### src/rtl/ssc_pkg.sv
package ssc_pkg;
    typedef enum logic [1:0] {
        SCAN_CLEAR = 2'd0,
        SCAN_LOAD  = 2'd1,
        SCAN_RUN   = 2'd2
    } scan_state_t;
endpackage

### src/rtl/ssc_sync.sv
module ssc_sync #(
    parameter int WIDTH  = 64,
    parameter int STAGES = 2
) (
    input  logic             clk,
    input  logic             rst,
    input  logic [WIDTH-1:0] raw_in,
    output logic [WIDTH-1:0] sync_out
);
    for (genvar s = 0; s < WIDTH; s++) begin : g_chain
        logic [STAGES-1:0] chain;
        always_ff @(posedge clk) begin
            if (rst) chain <= '0;
            else     chain <= {chain[STAGES-2:0], raw_in[s]};
        end
        assign sync_out[s] = chain[STAGES-1];
    end
endmodule

### src/rtl/ssc_sequencer.sv
module ssc_sequencer
    import ssc_pkg::*;
#(
    parameter int NUM_SENSORS = 64,
    localparam int IDX_W = (NUM_SENSORS > 1) ? $clog2(NUM_SENSORS) : 1
) (
    input  logic             clk,
    input  logic             rst,
    output scan_state_t      state,
    output logic [IDX_W-1:0] idx,
    output logic             load_en,
    output logic             shift_en,
    output logic             clear_en
);
    localparam logic [IDX_W-1:0] LAST = IDX_W'(NUM_SENSORS - 1);

    scan_state_t      state_d;
    logic [IDX_W-1:0] idx_d;

    always_comb begin
        state_d = state;
        idx_d   = idx;
        unique case (state)
            SCAN_CLEAR: begin
                if (idx == LAST) begin
                    state_d = SCAN_LOAD;
                    idx_d   = '0;
                end else begin
                    idx_d = idx + 1'b1;
                end
            end
            SCAN_LOAD: begin
                state_d = SCAN_RUN;
                idx_d   = '0;
            end
            SCAN_RUN: begin
                if (idx == LAST) begin
                    state_d = SCAN_LOAD;
                    idx_d   = '0;
                end else begin
                    idx_d = idx + 1'b1;
                end
            end
            default: begin
                state_d = SCAN_CLEAR;
                idx_d   = '0;
            end
        endcase
    end

    always_ff @(posedge clk) begin
        if (rst) begin
            state <= SCAN_CLEAR;
            idx   <= '0;
        end else begin
            state <= state_d;
            idx   <= idx_d;
        end
    end

    always_comb begin
        load_en  = 1'b0;
        shift_en = 1'b0;
        clear_en = 1'b0;
        unique case (state)
            SCAN_CLEAR: clear_en = 1'b1;
            SCAN_LOAD:  load_en  = 1'b1;
            SCAN_RUN:   shift_en = 1'b1;
            default:    clear_en = 1'b0;
        endcase
    end
endmodule

### src/rtl/ssc_serializer.sv
module ssc_serializer #(
    parameter int NUM_SENSORS = 64
) (
    input  logic                   clk,
    input  logic                   rst,
    input  logic                   load_en,
    input  logic                   shift_en,
    input  logic [NUM_SENSORS-1:0] par_in,
    output logic                   cur_level,
    output logic                   prev_level
);
    logic [NUM_SENSORS-1:0] piso_q;
    logic [NUM_SENSORS-1:0] history_q;

    assign cur_level  = piso_q[0];
    assign prev_level = history_q[0];

    always_ff @(posedge clk) begin
        if (rst) begin
            piso_q    <= '0;
            history_q <= '0;
        end else if (load_en) begin
            piso_q <= par_in;
        end else if (shift_en) begin
            piso_q    <= piso_q >> 1;
            history_q <= {cur_level, history_q[NUM_SENSORS-1:1]};
        end
    end
endmodule

### src/rtl/ssc_count_mem.sv
module ssc_count_mem #(
    parameter int NUM_SENSORS = 64,
    parameter int CNT_W       = 16,
    localparam int IDX_W = (NUM_SENSORS > 1) ? $clog2(NUM_SENSORS) : 1
) (
    input  logic             clk,
    input  logic             rst,
    input  logic [IDX_W-1:0] upd_addr,
    input  logic             upd_clear,
    input  logic             upd_inc,
    input  logic             rd_en,
    input  logic [IDX_W-1:0] rd_addr,
    input  logic             rd_hi,
    output logic [7:0]       rd_data,
    output logic             rd_valid
);
    logic [CNT_W-1:0] cnt_mem [NUM_SENSORS];
    logic [15:0]      rd_word;

    always_ff @(posedge clk) begin
        if (upd_clear)    cnt_mem[upd_addr] <= '0;
        else if (upd_inc) cnt_mem[upd_addr] <= cnt_mem[upd_addr] + CNT_W'(1);
    end

    assign rd_word = 16'(cnt_mem[rd_addr]);

    always_ff @(posedge clk) begin
        if (rst) begin
            rd_valid <= 1'b0;
            rd_data  <= '0;
        end else begin
            rd_valid <= rd_en;
            if (rd_en) rd_data <= rd_hi ? rd_word[15:8] : rd_word[7:0];
        end
    end
endmodule

### src/rtl/sensor_scan_counter.sv
module sensor_scan_counter
    import ssc_pkg::*;
#(
    parameter int NUM_SENSORS = 64,
    parameter int CNT_W       = 16,
    parameter int SYNC_STAGES = 2,
    localparam int IDX_W = (NUM_SENSORS > 1) ? $clog2(NUM_SENSORS) : 1
) (
    input  logic                   clk,
    input  logic                   rst,
    input  logic [NUM_SENSORS-1:0] sensor_in,
    input  logic                   host_rd,
    input  logic [IDX_W-1:0]       host_addr,
    input  logic                   host_hi,
    output logic [7:0]             host_data,
    output logic                   host_valid
);
    logic [NUM_SENSORS-1:0] sensor_sync;
    scan_state_t            seq_state;
    logic [IDX_W-1:0]       seq_idx;
    logic                   load_en, shift_en, clear_en;
    logic                   cur_level, prev_level;
    logic                   event_hit;

    ssc_sync #(.WIDTH(NUM_SENSORS), .STAGES(SYNC_STAGES)) u_sync (
        .clk(clk), .rst(rst), .raw_in(sensor_in), .sync_out(sensor_sync)
    );

    ssc_sequencer #(.NUM_SENSORS(NUM_SENSORS)) u_seq (
        .clk(clk), .rst(rst), .state(seq_state), .idx(seq_idx),
        .load_en(load_en), .shift_en(shift_en), .clear_en(clear_en)
    );

    ssc_serializer #(.NUM_SENSORS(NUM_SENSORS)) u_ser (
        .clk(clk), .rst(rst), .load_en(load_en), .shift_en(shift_en),
        .par_in(sensor_sync), .cur_level(cur_level), .prev_level(prev_level)
    );

    assign event_hit = shift_en & cur_level & ~prev_level;

    ssc_count_mem #(.NUM_SENSORS(NUM_SENSORS), .CNT_W(CNT_W)) u_mem (
        .clk(clk), .rst(rst), .upd_addr(seq_idx), .upd_clear(clear_en),
        .upd_inc(event_hit), .rd_en(host_rd), .rd_addr(host_addr),
        .rd_hi(host_hi), .rd_data(host_data), .rd_valid(host_valid)
    );
endmodule

### config.mk
export PLATFORM = sky130hd
export DESIGN_NAME = sensor_scan_counter
export DESIGN_NICKNAME = d
export VERILOG_FILES = /design/src/rtl/ssc_pkg.sv /design/src/rtl/ssc_sync.sv /design/src/rtl/ssc_sequencer.sv /design/src/rtl/ssc_serializer.sv /design/src/rtl/ssc_count_mem.sv /design/src/rtl/sensor_scan_counter.sv
export SDC_FILE = /design/constraint.sdc
export NUM_CORES = 2
export LEC_CHECK = 0
export ABC_CLOCK_PERIOD_IN_PS = 20200
export BUFFER_PORTS_ARGS = -buffer_cell sky130_fd_sc_hd__buf_2
export CORE_MARGIN = 2
export CORE_UTILIZATION = 47
export CTS_CLUSTER_SIZE = 24
export DETAILED_ROUTE_END_ITERATION = 10
export MAX_ROUTING_LAYER = met4
export SETUP_SLACK_MARGIN = 0.5
export SLEW_MARGIN = 20
export SYNTH_ARGS = -nofsm -noshare
export SYNTH_HDL_FRONTEND = slang
export SYNTH_SLANG_ARGS = --single-unit
### constraint.sdc
create_clock -name clk -period 20.2 [get_ports clk]
set_input_delay 2.02 -clock clk [delete_from_list [all_inputs] [get_ports clk]]
set_output_delay 2.02 -clock clk [all_outputs]
set_load 0.02 [all_outputs]
# Word-level counts from Yosys, hierarchy flattened
# Memory sizes are Yosys's and may differ from the RTL's. A register that Yosys moved wholly into a read port is not among the register bits.
# Cells that the tools add are included.
# totals
regBits	273
mem_bits_ro	0
memories	1
in_bits	74
latch_bits	0
output_inout_bits	9
ramBits	1024
# op_classes
n_bitwise	6
div_mod_pow	0
n_addsub	2
multipliers	0
mux	15
eq_ne	4
magnitude_cmp	0
reduce_logical	5
n_shift	0
# mem_list
memory	depth	word_bits	read_ports	rd_ports_with_merged_regs	write_ports	line	source
u_mem.cnt_mem	64	16	2	1	1	ssc_count_mem.sv:17	logic [CNT_W-1:0] cnt_mem [NUM_SENSORS];
# ops
operator	n
2-to-1 mux 64 bit	2
adder 16 x 1 -> 16 bit (second input constant)	1
2-to-1 mux 16 bit	1
2-to-1 mux 1 bit	8
2-to-1 mux 8 bit	1
adder 6 x 1 -> 6 bit (second input constant)	1
equality test 6 bit (second input constant)	1
2-to-1 mux 6 bit	1
one-hot mux 2 bit (2 select lines)	1
NOT 1 bit	3
OR reduction 3 bit	1
bitwise AND 1 bit	2
equality test 2 x 1 -> 1 bit (second input constant)	1
equality test 2 bit (second input constant)	1
logical NOT 2 bit	1
2-to-1 mux 2 bit	1
!= test 2 x 1 -> 1 bit (second input constant)	1
AND reduction 2 bit	1
nonzero test 2 bit	1
OR reduction 2 bit	1
bitwise OR 1 bit	1

# Logic depth before layout (Yosys ltp)
# logic_depth
ltp_word	8
mapped_depth	18
ltp_nobuf	10

# Modules after synthesis
# Synthesis repeated with hierarchy kept, for this count alone.
# unflattened
hier_cells	3531
hier_area_um2	58702.6
# by_module_without_submodules
mod	instances	area_per_inst_um2	cells_each
ssc_count_mem	1	48913.2	2604
ssc_serializer	1	5515.3	556
ssc_sync	1	3945.0	334
ssc_sequencer	1	320.3	36
sensor_scan_counter	1	8.8	1

# Worst setup path before layout
# Ideal clock, no wire load.
# synth_path
path_type	register to register
start	reg u_seq.idx[1] (netlist name)
end	mem u_mem.cnt_mem[0][12] (data pin)
path_stages_with_launch	17
path_buffers	6
required_ps	19519
period_less_slack_ps	6518
setup_time_ps	681
setup_slack_ps	13682
arrival_ps	5838
cell_sequence	dfxtp_1 -> buf_6 -> buf_12 -> buf_4 -> buf_6 -> buf_4 -> mux4_2 -> a221o_1 -> nand2_1 -> o2111ai_2 -> or3_1 -> ha_1 -> nor2b_1 -> and4_1 -> clkbuf_1 -> and4_1 -> nor3_1
# synth_rtl
element	line
end: declaration	ssc_count_mem.sv:17

==> metrics.csv <==
stage;metric;value;unit
floorplan;coreArea;122000;um2
synthesis;postSynthNetCount;3575;
sta;drv_slew;0;
sta;timing.final.hold_violations;0;
clock_network;cts_root_buffer;clkbuf_16;
power_and_ir_drop;power_report.internal_total;4.47;mW
grt;grt_start_max_net_pins;119;
final_layout;area_delta_synth_final;12.0;%
clock_network;clock_latency;0.80;ns
sta;slew-limit-headroom;7.87;%
sta;finalCritPeriodShare;34.4;%
sta;setup_viol;0;
synthesis;yosys.area.top_type_share;53.3;%
synthesis;synth.avg_cell_area;16.5;um2
synthesis;synth_xor_xnor_area_share;0.106;%
synthesis;sequential_share_of_the_synthesized_area;62.7;%
power_and_ir_drop;seq_power_share;49.5;%
setup_path;cp_common_cell;buf_4;
setup_path;cp.buffers_inverters;4;
synthesis;yosys_warnings;0;
synthesis;synth_commonest_cells;1024 x edfxtp_1, 410 x mux4_2, 314 x mux2i_1;
floorplan;i_o_pin_total;83;
setup_path;cp_top_family;simple AND/OR/NAND/NOR gates;
synthesis;yosys.area.top_type;edfxtp_1;
placed_design;place_ws;13.32;ns
setup_path;crit_path_cell_chain;buf_4 -> buf_4 -> and2_1 -> buf_4 -> a22oi_1 -> and3_1 -> or4_1 -> a2111oi_1 -> nor2_1 -> and4_1 -> nor3_2 -> buf_4;
clock_network;clk_path_buf_depth;3;
synthesis;synth-simple-area-share;5.43;%
synthesis;synth_cell_types;87;
power_and_ir_drop;power.share.switching;23.3;%
setup_path;critical_path_data_required_time;20.72;ns
final_layout;final_net_count;3651;
placed_design;detailedPlacementHpwl;119000;um
detailed_routing;avgRoutedWirePerCell;36.7;um
power_and_ir_drop;powerDensity;90.0;nW/um2
grt;grt-ovfl-total;0;
sta;worst_slew_pin_slew;1.37;ns
power_and_ir_drop;leakage;22.5;nW
final_layout;final_layout_size_suffix_gt1_share;26.8;%
floorplan;rows;128;
clock_network;post_cts_hold_buffer_count;0;
power_and_ir_drop;ir_drop;0.0000785;V
clock_network;cts_post_setup_buffers_inserted;0;
setup_path;crit_path_slowest_cell;dfxtp_4;
power_and_ir_drop;power_switching;1.36;mW
detailed_routing;totalWireLength;195000;um
clock_network;cts_repair_resize_count;0;
power_and_ir_drop;p_comb_share;6.8;%
grt;track_usage;31.9;%
synthesis;yosys-top-cells-area;edfxtp_1 53%, mux4_2 16%, dfxtp_1 9.5%;
sta;unrepaired_setup_endpoints_after_global_routing;no;
synthesis;netlist_instances;3496;
synthesis;synth-main-ff-cell;edfxtp_1;
detailed_routing;route.vias.total;36524;
power_and_ir_drop;clock_power_share;43.7;%
sta;final_critical_path_setup_slack;13.24;ns
setup_path;slowest_delay;0.99;ns
floorplan;die_y;355;um
synthesis;synth.most_common_cell;edfxtp_1;
grt;grt_antenna_before_repair;12;
sta;clock_skew;0.0320;ns
clock_network;clock_tree_from_tritoncts;built;
setup_path;critPathMaxFanout;51;
clock_network;cts_buffers;141;
detailed_routing;dr.pass1.iters;7;
floorplan;dieArea;126000;um2
clock_network;clock_transition_at_the_registers_of_the_reported_paths;0.06;ns
setup_path;worst_setup_path_start_kind;flop;
setup_path;critical_path_class;flop to flop;
detailed_routing;post-route-drc-count;0;
floorplan;start_util;47.4;%
grt;first_global_vias;35870;
detailed_routing;drt_first_iter_violations;5700;
synthesis;synth_edf_count;1024;
min_path;hp-class;flop to flop;
sta;post-route-min-period;6.96;ns
synthesis;synth_mux_area_share;22.9;%
setup_path;critical_path.endpoint_type;flop;
synthesis;synth_compound_area_share;5.82;%
floorplan;floorplan.die.width;355;um
grt;grt_first_pass_wirelength;274000;um
clock_network;cts.htree.levels;4;
synthesis;netlist_area;57700;um2
sta;totalNegativeSetupSlack;0;ns
sta;fmax;144;MHz
run;timing.max_cap.violations;0;
detailed_routing;postRouteAntennaNets;0;
synthesis;yosys_register_bits;1297;
clock_network;cts.sinks;1297;
placed_design;numPortBuffers;82;
detailed_routing;detail_route.vias_per_cell;6.87;
placed_design;gp_routability_congestion;1.02;
setup_path;cp.arrival;7.47;ns
synthesis;async_reset_ff_share;0;%
synthesis;synth_adder_area_share;0.108;%
synthesis;combinational_family_with_the_most_area_after_synthesis;multiplexers;
status;run_status;finished, final reports clean;
[registers in the layout, indices dropped and copies added (netlist names)]
signal and flops:
u_seq.idx 6, u_seq.state 2, u_ser.history_q 64, u_mem.rd_valid 1, u_mem.rd_data 8, u_sync.g_chain.chain 128, u_ser.piso_q 64, u_mem.cnt_mem 1024
[routing by layer]
layer	share of wire, %	global-route usage, %	vias to the layer above
li1	-	-	14348
met1	37	41.4	18926
met2	44	45.3	2663
met3	13	10.3	587
met4	5.7	15.9	0
met5	0	-	-
[power by group through the flow]
stage / logic, mW / registers [mW] / clock network, mW
3_3_place_gp: 0.381 / 2.94 / 0
2_1_floorplan: 0.256 / 2.93 / 0
5_1_grt: 0.403 / 2.88 / 2.68
6_report: 0.397 / 2.88 / 2.54
3_5_place_dp: 0.384 / 2.94 / 0
4_1_cts: 0.385 / 2.88 / 2.57
[metrics by stage]
step / util [%] / hold slack [ns] / area [um2] / power (mW) / cells
after detailed placement: 49.3 / 0.422 / 60100 / 3.32 / 5053
after CTS: 53.0 / 0.432 / 64600 / 5.84 / 5307
final: 53.1 / 0.425 / 64700 / 5.82 / 5319
after global routing: 53.1 / 0.447 / 64700 / 5.96 / 5317
after floorplan: - / 0.414 / 57700 / 3.19 / 3496
after global placement: 49.3 / 0.418 / 60100 / 3.32 / 5053
[layout make-up]
cell class              instances  area, um2
well taps                    1625       2030
clock buffers                 196       3940
fillers                      9606      57200
flip-flops and latches       1297      36200
clock inverters                58        582
diodes                         11       27.5
inverters                      10       38.8
repair buffers                220       1540
multi-input cells            1902      20300
[kinds of logic (layout without fill, tap and decap cells)]
group / count (synthesis) / in the layout
AO/OA/AOI/OAI: 472 / 472
XOR/XNOR: 7 / 7
adder cells (fa/ha/maj): 5 / 5
buffers and inverters: 297 / 484
flip-flops: 1297 / 1297
multiplexers: 782 / 782
other: 0 / 11
AND/OR/NAND/NOR: 636 / 636
[layout by cell type, fill, tap and decap left out, drive strengths merged, types with 6 or more instances in the layout]
cell / n
nand2b: 11
nor4: 6
a221oi: 28
nor3b: 7
buf: 219
nand3: 64
edfxtp: 1024
a32oi: 7
a211o: 7
o221ai: 14
nor2: 243
a22o: 19
a211oi: 85
a21oi: 70
clkbuf: 197
a22oi: 52
o21ai: 48
mux4: 423
diode: 11
nor3: 21
a31oi: 23
nand3b: 6
dfxtp: 273
nand4: 11
o211ai: 6
bufinv: 8
nand2: 88
clkinv: 43
inv: 16
and3: 8
mux2i: 314
mux2: 45
or4: 6
nor2b: 138
o2bb2ai: 6
a311oi: 9
o22ai: 53
[path summary, 6_finish.rpt]
kind                                          start                                endpoint  slack [ns]  cells after the start
max                         u_seq.idx[0]$_SDFF_PP0_          u_mem.cnt_mem[3][12]$_DFFE_PP_       13.24                     12
min          u_sync.g_chain[12].chain[0]$_SDFF_PP0_  u_sync.g_chain[12].chain[1]$_SDFF_PP0_        0.43                      1
max reg2reg                 u_seq.idx[0]$_SDFF_PP0_          u_mem.cnt_mem[3][12]$_DFFE_PP_       13.24                     12
min reg2reg  u_sync.g_chain[12].chain[0]$_SDFF_PP0_  u_sync.g_chain[12].chain[1]$_SDFF_PP0_        0.43                      1
[worst reg2reg max path: cells and delay by family, from the launching register on]
| family | cells | cell delay [ns] |
|---|---|---|
| buf+inv | 4 | 2.25 |
| flops | 1 | 0.99 |
| simple gates | 6 | 2.69 |
| compound gates | 2 | 0.71 |
(Power assumes the default switching activity.)
